### src/rtl/mesi_pkg.sv
package mesi_pkg;

    typedef enum logic [1:0] {
        ST_I = 2'b00,
        ST_S = 2'b01,
        ST_E = 2'b10,
        ST_M = 2'b11
    } mesi_t;

    typedef enum logic [1:0] {
        LOC_RD  = 2'b00,
        LOC_WR  = 2'b01,
        LOC_EV  = 2'b10,
        LOC_NOP = 2'b11
    } loc_op_t;

    typedef enum logic [1:0] {
        SNP_RD   = 2'b00,
        SNP_WR   = 2'b01,
        SNP_UPG  = 2'b10,
        SNP_NONE = 2'b11
    } snp_op_t;

    typedef enum logic [1:0] {
        CMD_RD  = 2'b00,
        CMD_WR  = 2'b01,
        CMD_UPG = 2'b10,
        CMD_WB  = 2'b11
    } bus_cmd_t;

endpackage

### src/rtl/mesi_local_decode.sv
module mesi_local_decode
    import mesi_pkg::*;
(
    input  mesi_t    cur,
    input  loc_op_t  op,
    input  logic     shared_in,
    output mesi_t    nxt,
    output logic     need_bus,
    output bus_cmd_t cmd
);

    always_comb begin
        nxt      = cur;
        need_bus = 1'b0;
        cmd      = CMD_RD;
        unique case (op)
            LOC_RD: begin
                // read hit in S, E or M needs nothing
                if (cur == ST_I) begin
                    need_bus = 1'b1;
                    cmd      = CMD_RD;
                    nxt      = shared_in ? ST_S : ST_E;
                end
            end
            LOC_WR: begin
                unique case (cur)
                    ST_I: begin
                        need_bus = 1'b1;
                        cmd      = CMD_WR;
                        nxt      = ST_M;
                    end
                    ST_S: begin
                        need_bus = 1'b1;
                        cmd      = CMD_UPG;
                        nxt      = ST_M;
                    end
                    ST_E: nxt = ST_M;
                    ST_M: nxt = ST_M;
                endcase
            end
            LOC_EV: begin
                nxt = ST_I;
                if (cur == ST_M) begin
                    need_bus = 1'b1;
                    cmd      = CMD_WB;
                end
            end
            LOC_NOP: nxt = cur;
        endcase
    end

endmodule

### src/rtl/mesi_snoop_resp.sv
module mesi_snoop_resp
    import mesi_pkg::*;
(
    input  logic    valid,
    input  mesi_t   cur,
    input  snp_op_t op,
    output logic    upd,
    output mesi_t   nxt,
    output logic    shared_o,
    output logic    dirty_o,
    output logic    flush_o,
    output logic    err_o
);

    always_comb begin
        upd      = 1'b0;
        nxt      = cur;
        shared_o = 1'b0;
        dirty_o  = 1'b0;
        flush_o  = 1'b0;
        err_o    = 1'b0;
        if (valid) begin
            unique case (op)
                SNP_RD: begin
                    unique case (cur)
                        ST_I: ;
                        ST_S: shared_o = 1'b1;
                        ST_E: begin
                            shared_o = 1'b1;
                            upd      = 1'b1;
                            nxt      = ST_S;
                        end
                        ST_M: begin
                            dirty_o = 1'b1;
                            flush_o = 1'b1;
                            upd     = 1'b1;
                            nxt     = ST_S;
                        end
                    endcase
                end
                SNP_WR: begin
                    unique case (cur)
                        ST_I: ;
                        ST_S, ST_E: begin
                            upd = 1'b1;
                            nxt = ST_I;
                        end
                        ST_M: begin
                            dirty_o = 1'b1;
                            flush_o = 1'b1;
                            upd     = 1'b1;
                            nxt     = ST_I;
                        end
                    endcase
                end
                SNP_UPG: begin
                    unique case (cur)
                        ST_I: ;
                        ST_S: begin
                            upd = 1'b1;
                            nxt = ST_I;
                        end
                        ST_E, ST_M: err_o = 1'b1;
                    endcase
                end
                SNP_NONE: ;
            endcase
        end
    end

endmodule

### src/rtl/mesi_req_fsm.sv
module mesi_req_fsm
    import mesi_pkg::*;
#(
    parameter int IDX_W = 3
) (
    input  logic             clk,
    input  logic             rst_n,
    input  logic             loc_valid,
    input  loc_op_t          loc_op,
    input  logic [IDX_W-1:0] loc_line,
    input  logic             need_bus,
    input  logic             bus_grant,
    input  logic             collide,
    output logic             busy,
    output logic             bus_req,
    output logic             commit,
    output loc_op_t          pend_op,
    output logic [IDX_W-1:0] pend_line
);

    typedef enum logic {
        RQ_IDLE = 1'b0,
        RQ_PEND = 1'b1
    } rq_t;

    rq_t rq_state;
    rq_t rq_next;

    always_comb begin
        rq_next = rq_state;
        unique case (rq_state)
            RQ_IDLE: if (loc_valid) rq_next = RQ_PEND;
            RQ_PEND: if (commit)    rq_next = RQ_IDLE;
        endcase
    end

    always_ff @(posedge clk or negedge rst_n) begin
        if (!rst_n) begin
            rq_state  <= RQ_IDLE;
            pend_op   <= LOC_NOP;
            pend_line <= '0;
        end else begin
            rq_state <= rq_next;
            if (rq_state == RQ_IDLE && loc_valid) begin
                pend_op   <= loc_op;
                pend_line <= loc_line;
            end
        end
    end

    always_comb begin
        busy    = 1'b0;
        bus_req = 1'b0;
        commit  = 1'b0;
        unique case (rq_state)
            RQ_IDLE: ;
            RQ_PEND: begin
                busy    = 1'b1;
                bus_req = need_bus;
                commit  = !collide && (!need_bus || bus_grant);
            end
        endcase
    end

endmodule

### src/rtl/mesi_state_array.sv
module mesi_state_array
    import mesi_pkg::*;
#(
    parameter int LINES = 8,
    parameter int IDX_W = 3
) (
    input  logic                  clk,
    input  logic                  rst_n,
    input  logic                  snp_we,
    input  logic [IDX_W-1:0]      snp_idx,
    input  mesi_t                 snp_nxt,
    input  logic                  loc_we,
    input  logic [IDX_W-1:0]      loc_idx,
    input  mesi_t                 loc_nxt,
    output logic [LINES-1:0][1:0] states
);

    for (genvar g = 0; g < LINES; g++) begin : g_line
        logic snp_hit;
        logic loc_hit;
        assign snp_hit = snp_we && (snp_idx == IDX_W'(g));
        assign loc_hit = loc_we && (loc_idx == IDX_W'(g));

        always_ff @(posedge clk or negedge rst_n) begin
            if (!rst_n) begin
                states[g] <= ST_I;
            end else if (snp_hit) begin
                states[g] <= snp_nxt;
            end else if (loc_hit) begin
                states[g] <= loc_nxt;
            end
        end
    end

endmodule

### src/rtl/mesi_line_ctrl.sv
module mesi_line_ctrl
    import mesi_pkg::*;
#(
    parameter int LINES = 8,
    localparam int IDX_W = (LINES > 1) ? $clog2(LINES) : 1
) (
    input  logic             clk,
    input  logic             rst_n,
    input  logic             loc_valid,
    input  logic [1:0]       loc_op,
    input  logic [IDX_W-1:0] loc_line,
    input  logic             bus_grant,
    input  logic             shared_in,
    input  logic             snp_valid,
    input  logic [1:0]       snp_op,
    input  logic [IDX_W-1:0] snp_line,
    output logic             busy,
    output logic             bus_req,
    output logic [1:0]       bus_cmd,
    output logic [IDX_W-1:0] bus_line,
    output logic             loc_done,
    output logic [1:0]       loc_state,
    output logic             snp_shared,
    output logic             snp_dirty,
    output logic             snp_flush,
    output logic             snp_err
);

    logic [LINES-1:0][1:0] line_st;
    loc_op_t               pend_op;
    logic [IDX_W-1:0]      pend_line;
    mesi_t                 loc_cur;
    mesi_t                 loc_nxt;
    mesi_t                 snp_cur;
    mesi_t                 snp_nxt;
    logic                  need_bus;
    bus_cmd_t              cmd;
    logic                  snp_upd;
    logic                  commit;
    logic                  collide;

    assign loc_cur = mesi_t'(line_st[pend_line]);
    assign snp_cur = mesi_t'(line_st[snp_line]);
    assign collide = snp_valid && (snp_line == pend_line);

    mesi_local_decode u_local (
        .cur       (loc_cur),
        .op        (pend_op),
        .shared_in (shared_in),
        .nxt       (loc_nxt),
        .need_bus  (need_bus),
        .cmd       (cmd)
    );

    mesi_snoop_resp u_snoop (
        .valid    (snp_valid),
        .cur      (snp_cur),
        .op       (snp_op_t'(snp_op)),
        .upd      (snp_upd),
        .nxt      (snp_nxt),
        .shared_o (snp_shared),
        .dirty_o  (snp_dirty),
        .flush_o  (snp_flush),
        .err_o    (snp_err)
    );

    mesi_req_fsm #(.IDX_W(IDX_W)) u_fsm (
        .clk       (clk),
        .rst_n     (rst_n),
        .loc_valid (loc_valid),
        .loc_op    (loc_op_t'(loc_op)),
        .loc_line  (loc_line),
        .need_bus  (need_bus),
        .bus_grant (bus_grant),
        .collide   (collide),
        .busy      (busy),
        .bus_req   (bus_req),
        .commit    (commit),
        .pend_op   (pend_op),
        .pend_line (pend_line)
    );

    mesi_state_array #(.LINES(LINES), .IDX_W(IDX_W)) u_array (
        .clk     (clk),
        .rst_n   (rst_n),
        .snp_we  (snp_upd),
        .snp_idx (snp_line),
        .snp_nxt (snp_nxt),
        .loc_we  (commit),
        .loc_idx (pend_line),
        .loc_nxt (loc_nxt),
        .states  (line_st)
    );

    assign bus_cmd   = cmd;
    assign bus_line  = pend_line;
    assign loc_done  = commit;
    assign loc_state = line_st[loc_line];

endmodule

### config.mk
export PLATFORM = sky130hd
export DESIGN_NAME = mesi_line_ctrl
export DESIGN_NICKNAME = d
export VERILOG_FILES = /design/src/rtl/mesi_pkg.sv /design/src/rtl/mesi_local_decode.sv /design/src/rtl/mesi_snoop_resp.sv /design/src/rtl/mesi_req_fsm.sv /design/src/rtl/mesi_state_array.sv /design/src/rtl/mesi_line_ctrl.sv
export SDC_FILE = /design/constraint.sdc
export NUM_CORES = 1
export LEC_CHECK = 0
export BUFFER_PORTS_ARGS = -buffer_cell sky130_fd_sc_hd__buf_4
export CAP_MARGIN = 5
export CORE_MARGIN = 2
export CORE_UTILIZATION = 55
export DETAILED_ROUTE_END_ITERATION = 10
export GPL_TIMING_DRIVEN = 1
export PLACE_DENSITY = 0.78
export SYNTH_ARGS = -nofsm -noshare
export SYNTH_HDL_FRONTEND = slang
export SYNTH_SLANG_ARGS = --single-unit
### constraint.sdc
create_clock -name clk -period 8.8 [get_ports clk]
set_clock_uncertainty 0.2 [all_clocks]
set_input_delay 0 -clock clk [delete_from_list [all_inputs] [get_ports clk]]
set_output_delay 0 -clock clk [all_outputs]
set_load 0.1 [all_outputs]
== Yosys cells after proc, flatten, opt, wreduce, memory -nomap -nowiden ==
Cells that the tools add are included.

* Bits in latches: 0
* Input bits: 16
* RAM bits: 0
* ROM bits: 0
* Memories kept: 0
* Output and inout port bits: 14
* Bits in registers: 22
* Word-level logic and storage cells: 139

* Shift-type cells: 0
* Equal/unequal tests: 26
* Divide/modulo/power cells: 0
* Bitwise operators: 1
* Reductions and logical operators: 41
* Add/sub/neg operators: 0
* Multiply operators: 0
* Mux-type cells: 57
* $lt $le $gt $ge: 3

{| class="wikitable"
|+ Operators by type and width
! kind !! number
|-
| 2-to-1 mux 2 bit || 27
|-
| equality test 3 bit, second input constant || 8
|-
| 2-to-1 mux 1 bit || 20
|-
| logical AND 1 bit || 19
|-
| binary-select mux 2 bit (select 3 bit) || 3
|-
| nonzero test 2 bit || 8
|-
| equality test 2 bit, second input constant || 7
|-
| equality test 3 x 2 -> 1 bit, second input constant || 4
|-
| less-than comparator 3 x 4 -> 1 bit, second input constant || 3
|-
| equality test 2 x 1 -> 1 bit, second input constant || 4
|-
| case mux 2 bit (2 select lines) || 2
|-
| case mux 2 bit (4 select lines) || 1
|-
| OR reduction 2 bit || 4
|-
| equality test 3 x 1 -> 1 bit, second input constant || 2
|-
| logical NOT 2 bit || 3
|-
| logical NOT 3 bit || 2
|-
| case mux 1 bit (3 select lines) || 2
|-
| case mux 2 bit (3 select lines) || 1
|-
| OR reduction 4 bit || 1
|-
| equality test 3 bit || 1
|-
| OR reduction 3 bit || 1
|-
| logical NOT 1 bit || 2
|-
| case mux 1 bit (2 select lines) || 1
|-
| logical OR 1 bit || 1
|-
| NOT 1 bit || 1
|}

== Longest topological paths before layout ==
* Word-level depth: 13
* Depth in mapped cells: 11
* Depth with buffers taken out: 10

== Hierarchy ==
A second synthesis with hierarchy kept.

* Cells, all modules: 171
* Area total of the unflattened synthesis: 1958.1 sq um

{| class="wikitable"
|+ By module, submodules not included
! module !! cells each !! seq. area each (sq um) !! instances !! area each (sq um)
|-
| mesi_state_array || 84 || 400.4 || 1 || 900.9
|-
| mesi_line_ctrl || 24 || 0.0 || 1 || 425.4
|-
| mesi_req_fsm || 17 || 152.6 || 1 || 275.3
|-
| mesi_local_decode || 25 || 0.0 || 1 || 187.7
|-
| mesi_snoop_resp || 21 || 0.0 || 1 || 168.9
|}

== Least setup slack after synthesis ==
Ideal clock, no wire load.

* Path type: input port to output port
* From: input port snp_line[0]
* To: output port snp_err
* Stages: 6
* Data required time: 8.600 ns
* Slack: 4.303 ns
* Buffers on the path: 1
* Arrival time: 4.297 ns
* Cells stage by stage: clkbuf_1 -> mux4_2 -> mux2i_1 -> ha_1 -> nor2_1 -> nor4bb_1

* Longest elaborated chain between the ends: 7
* Elaborated cells on any way between the ends: 8
* Classes of those cells: eq/ne: 2; mux: 5; reduce/logical: 1

{| class="wikitable"
|+ Ends and longest elaborated chain
! element !! line !! source
|-
| from (decl) || mesi_line_ctrl.sv:16 || <nowiki>input logic [IDX_W-1:0] snp_line,</nowiki>
|-
| binary-select mux 2 bit (select 3 bit) (*) || mesi_line_ctrl.sv:43 || <nowiki>assign snp_cur = mesi_t'(line_st[snp_line]);</nowiki>
|-
| 2-to-1 mux 2 bit (not written as such) (*) || mesi_line_ctrl.sv:43 ||
|-
| equality test 2 bit || mesi_snoop_resp.sv:57 || <nowiki>unique case (cur)</nowiki>
|-
| OR reduction 2 bit (no line) (*) || - ||
|-
| 2-to-1 mux 1 bit (*) || mesi_snoop_resp.sv:57 ||
|-
| 2-to-1 mux 1 bit (*) || mesi_snoop_resp.sv:23 || <nowiki>unique case (op)</nowiki>
|-
| 2-to-1 mux 1 bit (*) || mesi_snoop_resp.sv:22 || <nowiki>if (valid) begin</nowiki>
|-
| to (decl) || mesi_line_ctrl.sv:26 || <nowiki>output logic snp_err</nowiki>
|}

Every way passes the cells marked *; elsewhere a longest branch is shown, timed or not. The select of a mux whose other input is x is not followed.

== Worst setup path in the final report ==
* From: register u_array.states[8] (netlist bit)
* To: register u_array.states[1] (netlist bit)

* Longest elaborated chain between the ends: 12
* Elaborated cells on any way between the ends: 38
* Classes of those cells: eq/ne: 5; mux: 23; reduce/logical: 10

{| class="wikitable"
|+ Ends and longest elaborated chain
! element !! line !! source
|-
| from (decl) || mesi_state_array.sv:15 || <nowiki>output logic [LINES-1:0][1:0] states</nowiki>
|-
| from (signal, indexed assignment) || mesi_state_array.sv:28 || <nowiki>states[g] <= snp_nxt;</nowiki>
|-
| from (signal, indexed assignment) || mesi_state_array.sv:30 || <nowiki>states[g] <= loc_nxt;</nowiki>
|-
| binary-select mux 2 bit (select 3 bit) || mesi_line_ctrl.sv:42 || <nowiki>assign loc_cur = mesi_t'(line_st[pend_line]);</nowiki>
|-
| 2-to-1 mux 2 bit (not written as such) || mesi_line_ctrl.sv:42 ||
|-
| equality test 2 x 1 -> 1 bit / logical NOT 2 bit (equally long branches) || mesi_local_decode.sv:26, mesi_local_decode.sv:19 ||
|-
| OR reduction 2 bit (no line) || - ||
|-
| 2-to-1 mux 1 bit || mesi_local_decode.sv:26 || <nowiki>unique case (cur)</nowiki>
|-
| case mux 1 bit (3 select lines) || mesi_local_decode.sv:16 || <nowiki>unique case (op)</nowiki>
|-
| logical NOT 1 bit || mesi_req_fsm.sv:60 || <nowiki>commit = !collide && (!need_bus || bus_grant);</nowiki>
|-
| logical OR 1 bit || mesi_req_fsm.sv:60 ||
|-
| logical AND 1 bit || mesi_req_fsm.sv:60 ||
|-
| 2-to-1 mux 1 bit || mesi_req_fsm.sv:55 || <nowiki>unique case (rq_state)</nowiki>
|-
| logical AND 1 bit || mesi_state_array.sv:22 || <nowiki>assign loc_hit = loc_we && (loc_idx == IDX_W'(g));</nowiki>
|-
| nonzero test 2 bit (no line) || - ||
|}

Parallel ways exist; a longest one is shown, timed or not. The select of a mux whose other input is x is not followed.
A chain may end at the register's enable or synchronous reset.

==> results <==
- The worst path meets setup with 4.53 ns of slack.
- The busiest layer in global routing is met2.
- The y dimension of the die is 63.7 um.
- The actual transition at the worst max-transition pin is between 0.9 and 1 ns.
- Summed over all nets, the half-perimeter wirelength after detailed placement is 3960 um.
- In the global route stage, met2 resource usage came out at 45.4%.
- Setup violations remaining at the end of the flow were counted as 0.
- The fill cell instance count of the final layout is roughly 250.
- For this configuration, the core starts out at a cell density of between 50% and 60%.
- The post-synth net total is 233.
- The die extent in x is around 64 um.
- For this run, global-route usage on met1 was measured as a little under two fifths.
- Dividing the final minimum period by the clock period gives approximately half.
- The via count of the first global-routing pass is a little under 2000.
- Buffers added to address setup during post-CTS repair amount to 0.
- After detailed routing, the average wire length per cell comes to slightly below 20 um.
- Clock-pin slew was measured on the worst setup and hold paths at roughly 0.14 ns.
- The final critical-path required period is 4.27 ns.
- After global routing the overflow that remains totals 0.
- The number of buffers inserted by hold repair at cts is 20.
- CTS built an H-tree with a depth of 1.
- The number of pins exceeding their max-slew limit in the final report is 0.
- The first global-routing pass estimated between 9000 and 10000 um of wire.
- The worst setup path is captured at a flip-flop.
- The critical setup path kind is flip-flop to flip-flop.
- The area enclosed by the die boundary is about 4000 um2.
- The worst hold-check path type is input port to flip-flop.
- The sequential element share of the synthesized area is between 20% and 30%.
- Clock tree synthesis selected as its root buffer the cell sky130_fd_sc_hd__clkbuf_4.
- After synthesis, the mean cell area works out to 9.56 um2.
- The routed wire length is 5690 um.
- The summed instance area of the synthesized netlist is ~2000 um2.
- The maximum clock rate is 234 MHz.
- For this design the top-level I/O count stands at 30.
- The number of antenna violations at the first check in global routing was 0.
- The post-cts sizing count is 0.
- In the layout the commonest cells are sky130_fd_sc_hd__buf_4, sky130_fd_sc_hd__dlygate4sd3_1, sky130_fd_sc_hd__dfrtp_1.
- The number of remaining DRC errors is 0.
- The area of the core is 3390 um2.
- The met3 usage is under 10%.
- The clock tree from TritonCTS is done.
- In the routed layout, each cell is associated on average with a via count of approximately 6.9.
- The total number of placement rows is 21.
- After the last flow step, the layout net total stands at 274.
- The run finished with clean final reports.
- After synthesis the netlist holds a flip-flop and latch count of 22.
- The number of different library cells used by synthesis comes to 42.
- Cells fill a little over two thirds of the core in the end.
- The number of standard cells after synthesis is slightly above 200.
- The total via count after detailed routing is 2001.
- At the worst endpoint, the required time is 8.82 ns.
- Timing analysis after detailed placement gives a worst setup slack of between 5 and 6 ns.
- In the final layout, the multi-input gates occupy ~1300 um2.
- The most common cell after layout, fill and taps aside is sky130_fd_sc_hd__buf_4.
- The max-capacitance violation count is 0.
- Measured against its own limit, the worst slew margin works out to 37.5%.
- The area growth from synthesis to layout is 22.1%.
- The total global routing track utilization is between 20% and 30%.
- The maximum buffer depth of the clock tree is 2.
- The data arrival at the endpoint of the critical path is about 4.3 ns.
- The pin count of the biggest net entering global routing is 21.
- During synthesis, Yosys emitted a total of 0 warnings.
- The global placer's final weighted congestion is between 0.9 and 1.
- In the final timing run, aggregate negative setup slack is 0 ns.
- The fraction of layout cells with a size suffix above 1 is roughly 22%.
- In this run, the number of DRC markers left after iteration 0 of detailed routing was 317.
- The number of port buffers is 29.
- The later pin in the worst-skew pair is clocked with a latency of 0.32 ns.
- The number of buffers inserted during clock tree synthesis is 3.
- For this design, the sink count on the clock tree is 22.
- Of all nets on the critical path, the largest fanout is 4.
- The area taken by flip-flops and latches is ~550 um2.
- Once detail routing completed, the nets flagged for antenna violations numbered 0.
- The number of antenna diodes in the final layout is 0.
- The first detailed-routing pass took 5 iterations.
- The final hold violation count was 0.
- STA classifies the critical path startpoint as a flip-flop.
- Setup repair after global routing left no endpoint under its margin.
worst max-delay path: stages, from the launching register on:
cell	delay (ns)
sky130_fd_sc_hd__dfrtp_1	0.48
sky130_fd_sc_hd__mux4_2	0.47
sky130_fd_sc_hd__mux2i_1	0.31
sky130_fd_sc_hd__ha_1	0.24
sky130_fd_sc_hd__nor3_1	0.06
sky130_fd_sc_hd__o32ai_1	0.39
sky130_fd_sc_hd__nor2b_1	0.21
sky130_fd_sc_hd__nor4bb_1	0.57
sky130_fd_sc_hd__dlygate4sd3_1	0.65
sky130_fd_sc_hd__a21oi_1	0.04
sky130_fd_sc_hd__dlygate4sd3_1	0.55
kinds of logic (layout without fill, tap and decap cells):
group                      Yosys count  after routing  synth area share (%)
and+or+nand+nor                     77             77                  22.0
AOI/OAI and AO/OA                   50             50                  17.5
muxes                               22             22                  18.3
DFF                                 22             22                  28.2
buffers and inverters               19             59                  5.11
adders and majority gates           12             12                  7.66
xor gates and xnor gates             3              3                  1.34
cell usage after synthesis, drive strengths merged:
library cell / number / area [um2]
nor4bb: 3 / 30.0
nand2b: 3 / 18.8
nor3b: 4 / 30.0
a211oi: 18 / 153
and2: 2 / 12.5
nand3b: 2 / 15.0
dfstp: 2 / 52.6
o32ai: 1 / 8.76
and3b: 1 / 8.76
xnor2: 3 / 26.3
nor4b: 1 / 8.76
a221o: 1 / 10.0
mux4: 10 / 225
a21bo: 1 / 10.0
or3: 4 / 25.0
mux2i: 5 / 50.1
mux2: 7 / 82.6
a311oi: 1 / 8.76
a22oi: 1 / 7.51
nand4: 6 / 37.5
dfrtp: 20 / 500
nor4: 10 / 62.6
nand2: 13 / 48.8
nor3: 6 / 30.0
nor2: 9 / 33.8
o22a: 1 / 8.76
a31oi: 2 / 12.5
o21ai: 13 / 65.1
nand3: 10 / 50.1
a21oi: 10 / 50.1
buf: 6 / 51.3
nor2b: 3 / 18.8
a211o: 1 / 8.76
clkbuf: 7 / 26.3
inv: 6 / 22.5
ha: 12 / 150
stage by stage:
| stage | instance area, um2 | instances | hold WS, ns |
|---|---|---|---|
| floorplan | 1960 | 205 | -0.496 |
| global placement | 2160 | 267 | -0.297 |
| detailed placement | 2160 | 267 | -0.290 |
| CTS | 2390 | 291 | 0.0602 |
| global route | 2390 | 291 | 0.0710 |
| finish | 2390 | 291 | 0.0763 |
layer usage:
layer  vias up  routed length, um  part of all wire, %
met2       161               2670                   47
met3        27                643                   11
li1        876                  -                    -
met1       937               2200                   39
met5         -                  0                    0
met4         0                177                  3.1
worst paths after layout:
path | cells after the start | slack [ns] | endpoint | start
min reg2reg | 2 | 0.42 | u_fsm.pend_op[0] | u_fsm.pend_op[0]
max in group asynchronous | 4 | 6.59 | u_fsm.rq_state | rst_n
max reg2reg | 10 | 4.53 | u_array.states[1] | u_array.states[8]
min | 3 | 0.08 | u_array.states[14] | snp_op[0]
max | 10 | 4.53 | u_array.states[1] | u_array.states[8]
min in group asynchronous | 3 | 0.51 | u_fsm.pend_op[0] | rst_n
final cells by class:
| type | count | share of cell area, % |
|---|---|---|
| clock buffers | 4 | 1.52 |
| inverters | 6 | 0.940 |
| multi-input cells | 164 | 54.6 |
| flip-flops and latches | 22 | 23.1 |
| well taps | 46 | 2.40 |
| repair buffers | 49 | 17.5 |
state kept, by name, summed over array words and instances, names as in the netlist:
signal / cells
u_fsm.rq_state: 1
u_array.states: 16
u_fsm.pend_line: 3
u_fsm.pend_op: 2
Power is left out: the tool's default activity adds up to more than one toggle a clock period on the data nets, which glitch-free logic cannot reach.
